<file path="config.mk">
export PLATFORM = sky130hd
export DESIGN_NAME = stopmode_ctl
export DESIGN_NICKNAME = d
export VERILOG_FILES = /design/src/rtl/stopmode_pkg.sv /design/src/rtl/stopmode_wake_detect.sv /design/src/rtl/stopmode_settle_timer.sv /design/src/rtl/stopmode_ctl.sv
export SDC_FILE = /design/constraint.sdc
export NUM_CORES = 1
export LEC_CHECK = 0
export ABC_AREA = 1
export BUFFER_PORTS_ARGS = -buffer_cell sky130_fd_sc_hd__clkbuf_2
export CAP_MARGIN = 20
export CORE_UTILIZATION = 60
export DETAILED_ROUTE_END_ITERATION = 8
export PLACE_DENSITY_LB_ADDON = 0.08
export SLEW_MARGIN = 0
export SYNTH_ARGS = -nofsm -noshare
export SYNTH_HDL_FRONTEND = slang
export SYNTH_SLANG_ARGS = --single-unit
</file>
<file path="constraint.sdc">
create_clock -name clk -period 3.25 [get_ports clk]
set_clock_uncertainty 0.1 [all_clocks]
set_input_delay 0.65 -clock clk [delete_from_list [all_inputs] [get_ports clk]]
set_output_delay 0.65 -clock clk [all_outputs]
set_load 0.01 [all_outputs]
</file>
<file path="src/rtl/stopmode_pkg.sv">
package stopmode_pkg;

    localparam int SEL_W = 2;

    typedef enum logic [1:0] {
        ST_RUN      = 2'b00,
        ST_STOPPING = 2'b01,
        ST_STOPPED  = 2'b10,
        ST_SETTLE   = 2'b11
    } stop_state_e;

endpackage

</file>
<file path="src/rtl/stopmode_wake_detect.sv">
module stopmode_wake_detect #(
    parameter int LVL_W = 3
) (
    input  logic [LVL_W-1:0] irq_level,
    input  logic             ext_reset_req,
    output logic             irq_pending,
    output logic             wake_any,
    output logic             wake_is_rst
);
    localparam logic [LVL_W-1:0] LVL_NONE = '1;

    always_comb begin
        irq_pending = (irq_level != LVL_NONE);
        wake_any    = irq_pending || ext_reset_req;
        wake_is_rst = ext_reset_req;
    end
endmodule

</file>
<file path="src/rtl/stopmode_settle_timer.sv">
module stopmode_settle_timer
    import stopmode_pkg::*;
#(
    parameter int SHIFT0 = 10,
    parameter int SHIFT1 = 13,
    parameter int SHIFT2 = 15,
    parameter int SHIFT3 = 17
) (
    input  logic             clk,
    input  logic             rst_n,
    input  logic             run,
    input  logic [SEL_W-1:0] sel,
    output logic             done
);
    localparam int NCODE = 1 << SEL_W;
    localparam int MAX01 = (SHIFT0 > SHIFT1) ? SHIFT0 : SHIFT1;
    localparam int MAX23 = (SHIFT2 > SHIFT3) ? SHIFT2 : SHIFT3;
    localparam int MAXSH = (MAX01 > MAX23) ? MAX01 : MAX23;
    localparam int CNT_W = MAXSH + 1;
    localparam int SH [NCODE] = '{SHIFT0, SHIFT1, SHIFT2, SHIFT3};

    logic [CNT_W-1:0] cnt_q;
    logic [SEL_W-1:0] sel_q;
    logic [CNT_W-1:0] term [NCODE];

    for (genvar g = 0; g < NCODE; g++) begin : g_term
        assign term[g] = (CNT_W'(1) << SH[g]) - CNT_W'(1);
    end

    // The select is frozen while counting, so a mid-wait change is ignored.
    always_ff @(posedge clk or negedge rst_n) begin
        if (!rst_n) begin
            cnt_q <= '0;
            sel_q <= '0;
        end else if (!run) begin
            cnt_q <= '0;
            sel_q <= sel;
        end else begin
            cnt_q <= cnt_q + CNT_W'(1);
        end
    end

    assign done = run && (cnt_q == term[sel_q]);
endmodule

</file>
<file path="src/rtl/stopmode_ctl.sv">
module stopmode_ctl
    import stopmode_pkg::*;
#(
    parameter int LVL_W  = 3,
    parameter int SHIFT0 = 10,
    parameter int SHIFT1 = 13,
    parameter int SHIFT2 = 15,
    parameter int SHIFT3 = 17
) (
    input  logic             clk,
    input  logic             rst_n,
    input  logic             ctl_wr,
    input  logic             ctl_stop_bit,
    input  logic             ctl_pin_hiz_bit,
    input  logic [1:0]       wait_sel,
    input  logic [LVL_W-1:0] irq_level,
    input  logic             ext_reset_req,
    input  logic             hold_req,
    output logic             osc_en,
    output logic             core_clk_en,
    output logic             pin_hiz,
    output logic             hold_ack,
    output logic             wake_irq,
    output logic             reset_seq_start,
    output logic             stop_bit,
    output logic [1:0]       status
);
    stop_state_e state_q, state_d;
    logic irq_pending, wake_any, wake_is_rst, settle_done;
    logic accept_stop;
    logic hiz_q, stop_q, cause_rst_q, hold_q;

    stopmode_wake_detect #(.LVL_W(LVL_W)) u_wake (
        .irq_level     (irq_level),
        .ext_reset_req (ext_reset_req),
        .irq_pending   (irq_pending),
        .wake_any      (wake_any),
        .wake_is_rst   (wake_is_rst)
    );

    stopmode_settle_timer #(
        .SHIFT0(SHIFT0), .SHIFT1(SHIFT1), .SHIFT2(SHIFT2), .SHIFT3(SHIFT3)
    ) u_timer (
        .clk   (clk),
        .rst_n (rst_n),
        .run   (state_q == ST_SETTLE),
        .sel   (wait_sel),
        .done  (settle_done)
    );

    assign accept_stop = (state_q == ST_RUN) && ctl_wr && ctl_stop_bit && !irq_pending;

    // Next-state logic
    always_comb begin
        state_d = state_q;
        unique case (state_q)
            ST_RUN:      if (accept_stop) state_d = ST_STOPPING;
            ST_STOPPING: state_d = wake_any ? ST_SETTLE : ST_STOPPED;
            ST_STOPPED:  if (wake_any) state_d = ST_SETTLE;
            ST_SETTLE:   if (settle_done) state_d = ST_RUN;
        endcase
    end

    // State register
    always_ff @(posedge clk or negedge rst_n) begin
        if (!rst_n) state_q <= ST_RUN;
        else        state_q <= state_d;
    end

    // Captured control bits and wake cause
    always_ff @(posedge clk or negedge rst_n) begin
        if (!rst_n) begin
            hiz_q       <= 1'b0;
            stop_q      <= 1'b0;
            cause_rst_q <= 1'b0;
            hold_q      <= 1'b0;
        end else begin
            hold_q <= hold_req && (state_q == ST_RUN);
            if (accept_stop) begin
                hiz_q  <= ctl_pin_hiz_bit;
                stop_q <= 1'b1;
            end
            if ((state_q == ST_SETTLE) && settle_done) stop_q <= 1'b0;
            if (((state_q == ST_STOPPING) || (state_q == ST_STOPPED)) && wake_any)
                cause_rst_q <= wake_is_rst;
            else if ((state_q == ST_SETTLE) && ext_reset_req)
                cause_rst_q <= 1'b1;
        end
    end

    // Outputs decoded from state
    always_comb begin
        osc_en          = 1'b1;
        core_clk_en     = 1'b0;
        pin_hiz         = hiz_q;
        hold_ack        = 1'b0;
        wake_irq        = 1'b0;
        reset_seq_start = 1'b0;
        unique case (state_q)
            ST_RUN: begin
                core_clk_en = 1'b1;
                pin_hiz     = 1'b0;
                hold_ack    = hold_q;
            end
            ST_STOPPING: ;
            ST_STOPPED:  osc_en = 1'b0;
            ST_SETTLE: begin
                reset_seq_start = settle_done && (cause_rst_q || ext_reset_req);
                wake_irq        = settle_done && !(cause_rst_q || ext_reset_req);
            end
        endcase
        stop_bit = stop_q;
        status   = state_q;
    end
endmodule

</file>
==> parameters.txt <==
Parameter                              Value

Floorplanning
  Die Outline Area ... 2710 sq um
  Core area ... 2280 sq um
  Effective utilization at floorplan ... about two thirds
  Number of placement rows ... 17
  Overall die height ... 52.0 um
  Overall die width ... 52.0 um
  Number of I/O pins ... 21

Clock network
  Count of cells resized by post-cts repair ... 0
  Number of setup buffers added after CTS ... 0
  Clock sink total ... 26
  Clock insertion delay at the later pin of the skew report ... ~0.32 ns
  Clock tree from TritonCTS ... done
  Clock H-tree levels ... 1
  Clock root cell ... sky130_fd_sc_hd__clkbuf_4
  Total clock buffers created by CTS ... 3
  Count of hold-fix buffers inserted at cts ... 0
  Clock transition at the register clock pins on the worst setup and hold paths after CTS ... 0.13 ns
  Longest Clk Path Bufs ... 2

Worst setup path
  Largest fanout of any net on the critical path ... 4
  Critical Path Slowest Stage Cell ... sky130_fd_sc_hd__dfrtp_1
  Ordered list of cells on the worst path ... ha_1 -> nand2_1 -> nor2_2 -> nand2_2 -> nor2_2 -> nand3_1 -> nor3_2 -> clkbuf_2
  Start-to-end type of the worst setup path ... reg2out
  Bufs and invs on worst path ... 1
  Req. time, crit path ... 2.50 ns
  Endpoint type of the worst setup path ... output port
  Largest stage delay on the critical path ... 0.41 ns
  Cell family with the largest share of critical-path delay ... simple AND/OR/NAND/NOR gates
  Element type at the critical path start ... register
  Critical path's most frequent cell ... sky130_fd_sc_hd__nor2_2
  WP data arrival ... 1.78 ns

Routing
  Number of vias after detailed routing ... 1303
  Starting DRC count in detailed routing ... 35
  Number of nets with antenna violations after routing ... 0
  Wire length per cell after detailed routing ... 11.4 um
  Routed Wire Length ... ~2.8 mm
  Detailed-route DRC error count ... 0
  Number of detailed-route iterations in the first pass ... 4
  Number of vias per cell ... 5.28

Synth
  Most repeated cell in the gate-level netlist after synthesis ... sky130_fd_sc_hd__nand2_1
  Portion of synthesized cell area occupied by the leading cell type ... a little over two fifths
  Register bit count reported by yosys ... 26
  Syn_nets ... 214
  Post-synth top area cell ... sky130_fd_sc_hd__dfrtp_1
  Most used flip-flop cell after synthesis ... sky130_fd_sc_hd__dfrtp_1
  Synth area leaders ... sky130_fd_sc_hd__dfrtp_1 (43%), sky130_fd_sc_hd__nand2_1 (10%), sky130_fd_sc_hd__inv_1 (7.5%)
  Number of warnings issued by yosys ... 0
  Sequential area share after synthesis ... 43.3%
  Post-Synthesis Mean Instance Area ... 7.67 sq um
  List of most frequent post-synthesis cells ... sky130_fd_sc_hd__nand2_1 (40), sky130_fd_sc_hd__inv_1 (30), sky130_fd_sc_hd__dfrtp_1 (26)
  Syn Std Cell Area ... 1500 sq um
  Count of different cell masters after synthesis ... 24
  Synthesized instance count ... 196
  Post-synth EDFFs ... 0
  Fraction of registers with async set or reset after synthesis ... 100%

GRT
  Pin count of the biggest net entering global routing ... 27
  Total routing usage reported by global routing ... 24.9%
  Initial antenna violation count ... 0
  Vias in the first global route ... between 1000 and 1500
  Global-route wire length before repair ... 4.95 mm
  GRT overflow ... 0

STA
  Final worst-path cycle share ... 77.8%
  Setup repair after global routing missed its margin ... false
  Pin slew with the least headroom to its limit ... ~0.6 ns
  Achievable Freq ... 395 MHz
  Setup total negative slack ... 0 ns
  Final setup vio count ... 0
  Max-slew violation total from the final report ... 0
  Min cycle time layout ... around 2.5 ns
  Final number of hold-violating endpoints ... 0
  Tightest slew margin relative to the limit ... 59.4%

Job
  # Max-Cap Violations ... 0

Place
  DP HPWL ... 2.09 mm
  Placer Congestion ... 0.837
  Buffers on Ports ... 20

Power and ir drop
  Overall Power ... between 0.9 and 1 mW
  LEAKAGE ... 0.787 nW
  Maximum VDD drop ... 0.423 mV
  P per Cell Area ... 573 nW/um^2

Layout
  Growth of design area from synthesis to finish ... 11.1%
  # nets final ... 238
  Share of final-layout standard cells stronger than drive strength 1 ... 20.1%
  Diode count ... 0

Outcome
  Result of the run ... completed

Hold path
  Worst Hold Class ... in2async
[placed cells by master (no fill, tap or decap)]
master / n
sky130_fd_sc_hd__clkbuf_4: 3
sky130_fd_sc_hd__nor3_2: 2
sky130_fd_sc_hd__xor2_1: 2
sky130_fd_sc_hd__dfrtp_1: 26
sky130_fd_sc_hd__nand3_2: 2
sky130_fd_sc_hd__inv_2: 1
sky130_fd_sc_hd__nand2_4: 1
sky130_fd_sc_hd__nor2_2: 5
sky130_fd_sc_hd__or3b_2: 1
sky130_fd_sc_hd__a31oi_1: 2
sky130_fd_sc_hd__o21ai_2: 1
sky130_fd_sc_hd__clkbuf_8: 1
sky130_fd_sc_hd__nand3_1: 15
sky130_fd_sc_hd__o21a_1: 1
sky130_fd_sc_hd__inv_1: 30
sky130_fd_sc_hd__a21oi_1: 11
sky130_fd_sc_hd__clkbuf_2: 20
sky130_fd_sc_hd__nor3_1: 6
sky130_fd_sc_hd__nor2_4: 2
sky130_fd_sc_hd__nor2_1: 24
sky130_fd_sc_hd__buf_4: 1
sky130_fd_sc_hd__o21ai_0: 11
sky130_fd_sc_hd__nand2_1: 40
sky130_fd_sc_hd__a21boi_0: 1
sky130_fd_sc_hd__nand2_2: 4
sky130_fd_sc_hd__ha_1: 6
[layer usage]
| metal | global-route usage [%] | vias up | part of all wire [%] |
|---|---|---|---|
| met3 | 3.51 | 8 | 6.4 |
| met2 | 43.4 | 50 | 47 |
| li1 | - | 667 | - |
| met5 | 0 | - | 0 |
| met1 | 30.4 | 578 | 45 |
| met4 | 10.8 | 0 | 2.1 |
[logic make-up after synthesis]
group / count (synthesis) / synth area share [%]
AOI/OAI and AO/OA: 27 / 9.74
xor gates and xnor gates: 2 / 1.17
adders and majority gates: 6 / 5.00
buffers and inverters: 33 / 8.58
DFF: 26 / 43.3
and+or+nand+nor: 102 / 32.2
[registers in the layout, indices dropped and copies added (netlist names)]
signal,flops
cause_rst_q,1
hiz_q,1
hold_q,1
status,2
stop_bit,1
u_timer.cnt_q,18
u_timer.sel_q,2
[worst paths after layout]
check,cells past startpoint,start,end,slack [ns]
worst max-delay path,8,u_timer.cnt_q[0],wake_irq,0.72
worst max register to register,5,status[0],hiz_q,1.52
worst min register to register,1,u_timer.cnt_q[0],u_timer.cnt_q[0],0.39
max in group asynchronous,1,rst_n,u_timer.cnt_q[12],2.44
worst min-delay path,1,rst_n,u_timer.cnt_q[17],0.21
min in group clk,1,u_timer.cnt_q[0],u_timer.cnt_q[0],0.39
[power by group]
part	internal (mW)	leakage (nW)	switching [mW]
Sequential	0.377	0.346	0.0546
Clock	0.0686	0.0210	0.0885
Combinational	0.139	0.420	0.228
Total	0.585	0.787	0.371
[worst register-to-register path: stages, from the launching register on]
cell                      delay, ns
sky130_fd_sc_hd__dfrtp_1       0.46
sky130_fd_sc_hd__inv_1         0.15
sky130_fd_sc_hd__ha_1          0.27
sky130_fd_sc_hd__or3b_2        0.49
sky130_fd_sc_hd__nor2_1        0.11
sky130_fd_sc_hd__a21oi_1       0.05
[per-stage QoR]
step / utilization [%] / hold WS (ns) / worst slack [ns] / instance area [sq um] / instances
3_5_place_dp: 71.7 / 0.374 / 1.08 / 1630 / 243
5_1_grt: 73.3 / 0.267 / 0.509 / 1670 / 247
2_1_floorplan: - / 0.254 / 1.28 / 1500 / 196
3_3_place_gp: 71.7 / 0.363 / 1.15 / 1630 / 243
6_report: 73.3 / 0.211 / 0.721 / 1670 / 247
4_1_cts: 73.3 / 0.235 / 0.709 / 1670 / 247
[layout make-up]
type                       instances  area, sq um
tap                               28         35.0
timing repair buffer              21          108
sequential                        26          651
multi-input combinational        137          723
clock buffer                       4         36.3
inverter                          31          116
fill                             182          607
Power figures use the tool's default switching activity.
